==> src/rtl/otp_prog_pkg.sv <==
package otp_prog_pkg;

    typedef enum logic [2:0] {
        OM_IDLE,
        OM_SIG,
        OM_VERIFY,
        OM_PGM_CODE,
        OM_PGM_KEY,
        OM_PGM_LK1,
        OM_PGM_LK2
    } otp_mode_e;

    localparam logic [3:0] SEL_SIG    = 4'b0000;
    localparam logic [3:0] SEL_VERIFY = 4'b0011;
    localparam logic [3:0] SEL_CODE   = 4'b1011;
    localparam logic [3:0] SEL_KEY    = 4'b1010;
    localparam logic [3:0] SEL_LK1    = 4'b1111;
    localparam logic [3:0] SEL_LK2    = 4'b1100;

    function automatic logic is_pgm(otp_mode_e m);
        return (m == OM_PGM_CODE) || (m == OM_PGM_KEY) ||
               (m == OM_PGM_LK1)  || (m == OM_PGM_LK2);
    endfunction

endpackage

==> src/rtl/otp_mode_decode.sv <==
module otp_mode_decode
    import otp_prog_pkg::*;
(
    input  logic       hold,
    input  logic       strobe_n,
    input  logic       pulse_n,
    input  logic       ext_sel,
    input  logic       hv_on,
    input  logic [3:0] sel,
    output otp_mode_e  mode_o
);
    always_comb begin
        mode_o = OM_IDLE;
        if (hold && !strobe_n) begin
            if (hv_on) begin
                case (sel)
                    SEL_CODE: mode_o = OM_PGM_CODE;
                    SEL_KEY:  mode_o = OM_PGM_KEY;
                    SEL_LK1:  mode_o = OM_PGM_LK1;
                    SEL_LK2:  mode_o = OM_PGM_LK2;
                    default:  mode_o = OM_IDLE;
                endcase
            end else if (ext_sel && pulse_n) begin
                case (sel)
                    SEL_SIG:    mode_o = OM_SIG;
                    SEL_VERIFY: mode_o = OM_VERIFY;
                    default:    mode_o = OM_IDLE;
                endcase
            end
        end
    end
endmodule

==> src/rtl/otp_pulse_counter.sv <==
module otp_pulse_counter
    import otp_prog_pkg::*;
#(
    parameter int AW     = 14,
    parameter int PULSES = 25,
    localparam int CNT_W = $clog2(PULSES + 1)
) (
    input  logic             clk,
    input  logic             rst_n,
    input  otp_mode_e        mode,
    input  logic [AW-1:0]    addr,
    input  logic             pulse_n,
    output logic             commit_o,
    output logic [CNT_W-1:0] cnt_o
);
    typedef struct packed {
        logic [CNT_W-1:0] cnt;
        logic             pulse;
        otp_mode_e        mode;
        logic [AW-1:0]    addr;
    } ctr_t;

    ctr_t ctr_d, ctr_q;
    logic rise;

    always_comb begin
        ctr_d       = ctr_q;
        commit_o    = 1'b0;
        rise        = pulse_n && !ctr_q.pulse;
        ctr_d.pulse = pulse_n;
        ctr_d.mode  = mode;
        ctr_d.addr  = addr;
        if (mode != ctr_q.mode || addr != ctr_q.addr) begin
            ctr_d.cnt = '0;
        end else if (is_pgm(mode) && rise) begin
            if (ctr_q.cnt == CNT_W'(PULSES - 1)) begin
                commit_o  = 1'b1;
                ctr_d.cnt = '0;
            end else begin
                ctr_d.cnt = ctr_q.cnt + 1'b1;
            end
        end
    end

    always_ff @(posedge clk or negedge rst_n) begin
        if (!rst_n) begin
            ctr_q.cnt   <= '0;
            ctr_q.pulse <= 1'b1;
            ctr_q.mode  <= OM_IDLE;
            ctr_q.addr  <= '0;
        end else begin
            ctr_q <= ctr_d;
        end
    end

    assign cnt_o = ctr_q.cnt;
endmodule

==> src/rtl/otp_store.sv <==
module otp_store
    import otp_prog_pkg::*;
#(
    parameter int AW         = 14,
    parameter int CODE_DEPTH = 256,
    parameter int KEY_DEPTH  = 32,
    localparam int CODE_AW   = $clog2(CODE_DEPTH),
    localparam int KEY_AW    = $clog2(KEY_DEPTH)
) (
    input  logic          clk,
    input  logic          rst_n,
    input  otp_mode_e     mode,
    input  logic          commit,
    input  logic [AW-1:0] addr,
    input  logic [7:0]    din,
    output logic [7:0]    dout,
    output logic          dout_en,
    output logic [1:0]    lock_o
);
    typedef struct packed {
        logic [CODE_DEPTH-1:0][7:0] code;
        logic [KEY_DEPTH-1:0][7:0]  key;
        logic [1:0]                 lock;
    } store_t;

    store_t st_d, st_q;
    logic               in_range;
    logic               locked;
    logic [CODE_AW-1:0] cidx;
    logic [KEY_AW-1:0]  kidx;
    logic [7:0]         raw;

    assign in_range = (addr >> CODE_AW) == '0;
    assign cidx     = addr[CODE_AW-1:0];
    assign kidx     = addr[KEY_AW-1:0];
    assign locked   = |st_q.lock;
    assign raw      = in_range ? st_q.code[cidx] : 8'hFF;

    always_comb begin
        st_d = st_q;
        if (commit) begin
            case (mode)
                OM_PGM_CODE: if (!locked && in_range) st_d.code[cidx] = st_q.code[cidx] & din;
                OM_PGM_KEY:  if (!locked) st_d.key[kidx] = st_q.key[kidx] & din;
                OM_PGM_LK1:  st_d.lock[0] = 1'b1;
                OM_PGM_LK2:  st_d.lock[1] = 1'b1;
                default:     st_d = st_q;
            endcase
        end
    end

    always_comb begin
        dout    = 8'h00;
        dout_en = 1'b0;
        case (mode)
            OM_SIG: begin
                dout_en = 1'b1;
                if (addr == AW'(14'h030))      dout = 8'h15;
                else if (addr == AW'(14'h031)) dout = 8'h99;
            end
            OM_VERIFY: begin
                dout_en = 1'b1;
                dout    = st_q.lock[1] ? 8'hFF : (raw ~^ st_q.key[kidx]);
            end
            default: ;
        endcase
    end

    always_ff @(posedge clk or negedge rst_n) begin
        if (!rst_n) begin
            st_q.code <= '1;
            st_q.key  <= '1;
            st_q.lock <= '0;
        end else begin
            st_q <= st_d;
        end
    end

    assign lock_o = st_q.lock;
endmodule

==> src/rtl/otp_prog_ctrl.sv <==
module otp_prog_ctrl
    import otp_prog_pkg::*;
#(
    parameter int ADDR_W     = 14,
    parameter int CODE_DEPTH = 256,
    parameter int PULSES     = 25
) (
    input  logic              clk,
    input  logic              rst_n,
    input  logic              mode_hold,
    input  logic              mode_strobe_n,
    input  logic              pgm_pulse_n,
    input  logic              ext_sel,
    input  logic              hv_on,
    input  logic [3:0]        tgt_sel,
    input  logic [ADDR_W-1:0] a_in,
    input  logic [7:0]        d_in,
    output logic [7:0]        d_out,
    output logic              d_out_en
);
    localparam int CNT_W = $clog2(PULSES + 1);

    otp_mode_e        mode;
    logic             commit;
    logic [CNT_W-1:0] pulse_cnt;
    logic [1:0]       lock_st;

    otp_mode_decode u_dec (
        .hold    (mode_hold),
        .strobe_n(mode_strobe_n),
        .pulse_n (pgm_pulse_n),
        .ext_sel (ext_sel),
        .hv_on   (hv_on),
        .sel     (tgt_sel),
        .mode_o  (mode)
    );

    otp_pulse_counter #(.AW(ADDR_W), .PULSES(PULSES)) u_cnt (
        .clk     (clk),
        .rst_n   (rst_n),
        .mode    (mode),
        .addr    (a_in),
        .pulse_n (pgm_pulse_n),
        .commit_o(commit),
        .cnt_o   (pulse_cnt)
    );

    otp_store #(.AW(ADDR_W), .CODE_DEPTH(CODE_DEPTH), .KEY_DEPTH(32)) u_store (
        .clk    (clk),
        .rst_n  (rst_n),
        .mode   (mode),
        .commit (commit),
        .addr   (a_in),
        .din    (d_in),
        .dout   (d_out),
        .dout_en(d_out_en),
        .lock_o (lock_st)
    );
endmodule

==> config.mk <==
export PLATFORM = sky130hd
export DESIGN_NAME = otp_prog_ctrl
export DESIGN_NICKNAME = d
export VERILOG_FILES = /design/src/rtl/otp_prog_pkg.sv /design/src/rtl/otp_mode_decode.sv /design/src/rtl/otp_pulse_counter.sv /design/src/rtl/otp_store.sv /design/src/rtl/otp_prog_ctrl.sv
export SDC_FILE = /design/constraint.sdc
export NUM_CORES = 2
export LEC_CHECK = 0
export BUFFER_PORTS_ARGS = -buffer_cell sky130_fd_sc_hd__buf_4
export CAP_MARGIN = 15
export CORE_MARGIN = 4
export CORE_UTILIZATION = 61
export DETAILED_ROUTE_END_ITERATION = 10
export PLACE_DENSITY = 0.74
export SYNTH_ARGS = -nofsm -noshare
export SYNTH_HDL_FRONTEND = slang
export SYNTH_SLANG_ARGS = --single-unit
==> constraint.sdc <==
create_clock -name clk -period 8.4 [get_ports clk]
set_clock_uncertainty 0.1 [all_clocks]
set_input_delay 0.84 -clock clk [delete_from_list [all_inputs] [get_ports clk]]
set_output_delay 0.84 -clock clk [all_outputs]
set_load 0.01 [all_outputs]
==> results.json <==
{
  "synth_flop_cell": "dfstp_2",
  "p_int_uw": 17700,
  "clockBufferDepth": 3,
  "cts_resized": 0,
  "synth_edf_count": 0,
  "netlist.area_leader.share": 0.554,
  "outcome": "complete, no violations",
  "numPortBuffers": 41,
  "yosys_register_bits": 2329,
  "rsz0062_at_grt": "false",
  "dp_cells": 8888,
  "period_share": 0.819,
  "ys_seq_area_frac": 0.560,
  "powerDensity_mw_per_mm2": 190,
  "synth_cell_types": 68,
  "start_kind": "input pin",
  "synth_area_sq_mm": 0.109,
  "slew_violations": 0,
  "clk-insertion-delay-late_ns": 0.91,
  "slew_headroom": 0.109,
  "core-area_sq_mm": 0.178,
  "cp.required_ns": 7.46,
  "p_comb_frac": 0.035,
  "die_w_microns": 431,
  "ir_drop_v": 0.000185,
  "setup_violations": 0,
  "layoutNonFillerInstCount": 9341,
  "globalplace.congestion": 0.905,
  "cpMostUsedCell": "buf_4",
  "die-area_sq_mm": 0.186,
  "cts.sinks": 2329,
  "nNetsFinal": 6813,
  "cts_root_buffer": "clkbuf_16",
  "slowest_delay_ns": 1.01,
  "clkPwrFrac": 0.471,
  "syn_nets": 6875,
  "syn_avg_cell_area_sq_um": 16.0,
  "setup_tns_ns": 0,
  "synth_top_area_cell": "dfstp_2",
  "finalHoldWorstSlack_ns": 0.128,
  "die_h_microns": 431,
  "drive_above_1_share": 0.831,
  "seq_power_share": 0.494,
  "antenna_found_initial": 8,
  "syn_to_final_growth_pct": 9.94,
  "synth_area_leaders": "dfstp_2, mux2_2, mux4_2",
  "clk_pin_slew_worst_paths_ns": 0.06,
  "start_util": 0.613,
  "num_rows": 155,
  "drtIter0Drc": 5122,
  "yosysMostFrequentCell": "dfstp_2",
  "cts_htree_levels": 4,
  "synthTopCellsByCount": "dfstp_2, mux2_2, mux4_2",
  "grt_pass1_vias": 65800,
  "grt_max_degree": 189,
  "viasPerCell": 6.73,
  "post_drt_wl_per_cell_microns": 30.9,
  "swShare": 0.225,
  "yosys_warnings": 0,
  "synthCells": 6840,
  "post-route-drc-count": 0,
  "grt_pass1_wl_microns": 435000,
  "grt_usage": 0.313,
  "crit_type": "in -> out",
  "arrival_ns": 5.94,
  "async_flop_share": 1.00,
  "finalHoldViolCount": 0,
  "switchingPower_uw": 5130,
  "utilization": 0.674,
  "finalCriticalPeriod_ns": 6.88,
  "firstDrtPassIters": 6,
  "cts_tree": "built",
  "ant_nets": 0,
  "cellLeakagePower_uw": 0.0482,
  "end_kind": "primary output",
  "min_path_type": "in -> async",
  "numCtsBuffers": 232,
  "cap_violations": 0,
  "vias": 62900,
  "dp_hpwl_microns": 183000,
  "path_cells": "buf_8, buf_4, mux4_2, a22oi_1, a21oi_1, nor4_1, o22ai_1, nand3b_1, and3_1, a2111oi_0, buf_4",
  "postRouteWirelength_microns": 289000,
  "io_pins": 42,
  "tightest_slew_ns": 1.34,
  "slowest_stage": "nor4_1",
  "fmax_ghz": 0.145,
  "grt_overflow": 0,
  "crit_fanout": 61
}
registers in the layout (all words and copies together), names as in the netlist:
name	count
u_store.lock_o	2
u_cnt.ctr_q	18
u_store.st_q	2304
u_cnt.cnt_o	5
area by class of cell:
class / instances / area (sq um)
clock buffers: 332 / 6720
well taps: 2355 / 2950
inverters: 8 / 30.0
diodes: 9 / 22.5
repair buffers: 226 / 2230
fillers: 12100 / 58100
multi-input cells: 3981 / 45800
flip-flops and latches: 2329 / 61200
clock inverters: 101 / 1290
timing repair:
| action | 4_1_cts | 5_1_grt |
|---|---|---|
| hold endpoints to repair | 7 | 0 |
| hold buffers | 7 | 0 |
| buffers inserted | 0 | 0 |
metrics by stage:
step / setup slack [ns] / cell area, sq um / total power [uW]
2_1_floorplan: 3.57 / 109000 / 11800
3_3_place_gp: 1.64 / 112000 / 12200
3_5_place_dp: 1.67 / 112000 / 12200
4_1_cts: 1.67 / 120000 / 23000
5_1_grt: 1.42 / 120000 / 23500
6_report: 1.52 / 120000 / 22800
worst max-delay path, delay by kind of cell:
kind | cells | cell delay, ns
buf+inv | 3 | 1.21
compound gates | 4 | 1.27
mux | 1 | 0.55
simple gates | 3 | 1.78
power groups by stage:
stage          logic, uW  clock network (uW)  registers, uW
2_1_floorplan        378                   0          11400
3_3_place_gp         796                   0          11400
3_5_place_dp         806                   0          11400
4_1_cts              810               10900          11300
5_1_grt              864               11400          11300
6_report             803               10700          11300
placed cells by master, fill, tap and decap left out, types with 7 or more instances in the layout:
cell type / instances
a211oi_1: 7
a21oi_1: 48
a221oi_1: 43
a22o_1: 44
a22oi_1: 93
and2_4: 8
buf_12: 35
buf_4: 175
bufinv_16: 21
clkbuf_1: 46
clkbuf_16: 232
clkbuf_8: 54
clkinv_2: 54
clkinvlp_4: 10
dfrtp_1: 24
dfstp_2: 2305
diode_2: 9
dlygate4sd3_1: 7
mux2_1: 53
mux2_2: 2188
mux2i_1: 31
mux4_2: 618
nand2_1: 376
nand3_1: 79
nand4_1: 69
nor2_1: 69
nor2_2: 21
nor2b_1: 9
nor2b_2: 8
nor3_1: 21
nor3_2: 8
nor3_4: 12
nor4_1: 15
o21ai_0: 14
o22ai_1: 26
xnor2_1: 9
xor2_1: 13
cell families (layout without fill, tap and decap cells):
group	count (synthesis)	count (layout)	synth area share
muxes	2890	2890	0.361
DFF	2329	2329	0.560
and+or+nand+nor	752	752	0.0333
buffers and inverters	530	667	0.0229
AOI/OAI and AO/OA	315	315	0.0212
xor gates and xnor gates	22	22	0.00176
adders and majority gates	2	2	0.000229
other	0	9	0
path summary, 6_finish.rpt:
kind	slack, ns	end	cells past startpoint	start
worst min-delay path	0.13	u_store.st_q[137]	1	rst_n
min in group clk	0.19	u_cnt.ctr_q[6]	1	a_in[6]
worst max-delay path	1.52	d_out[0]	11	a_in[0]
max in group asynchronous	6.26	u_store.st_q[1215]	3	rst_n
worst max register to register	3.56	u_store.st_q[1410]	9	u_store.st_q[634]
worst min register to register	0.35	u_store.st_q[2000]	2	u_store.st_q[2000]
routing by layer:
metal / GRT usage / vias to the layer above / part of all wire / wire, microns
li1: - / 25600 / - / -
met1: 0.431 / 34400 / 0.41 / 118000
met2: 0.481 / 2238 / 0.47 / 135000
met3: 0.0752 / 655 / 0.076 / 22000
met4: 0.136 / 4 / 0.049 / 14100
met5: 0.000520 / - / 0.00010 / 29
No activity file was read; power rests on OpenSTA's default activity.
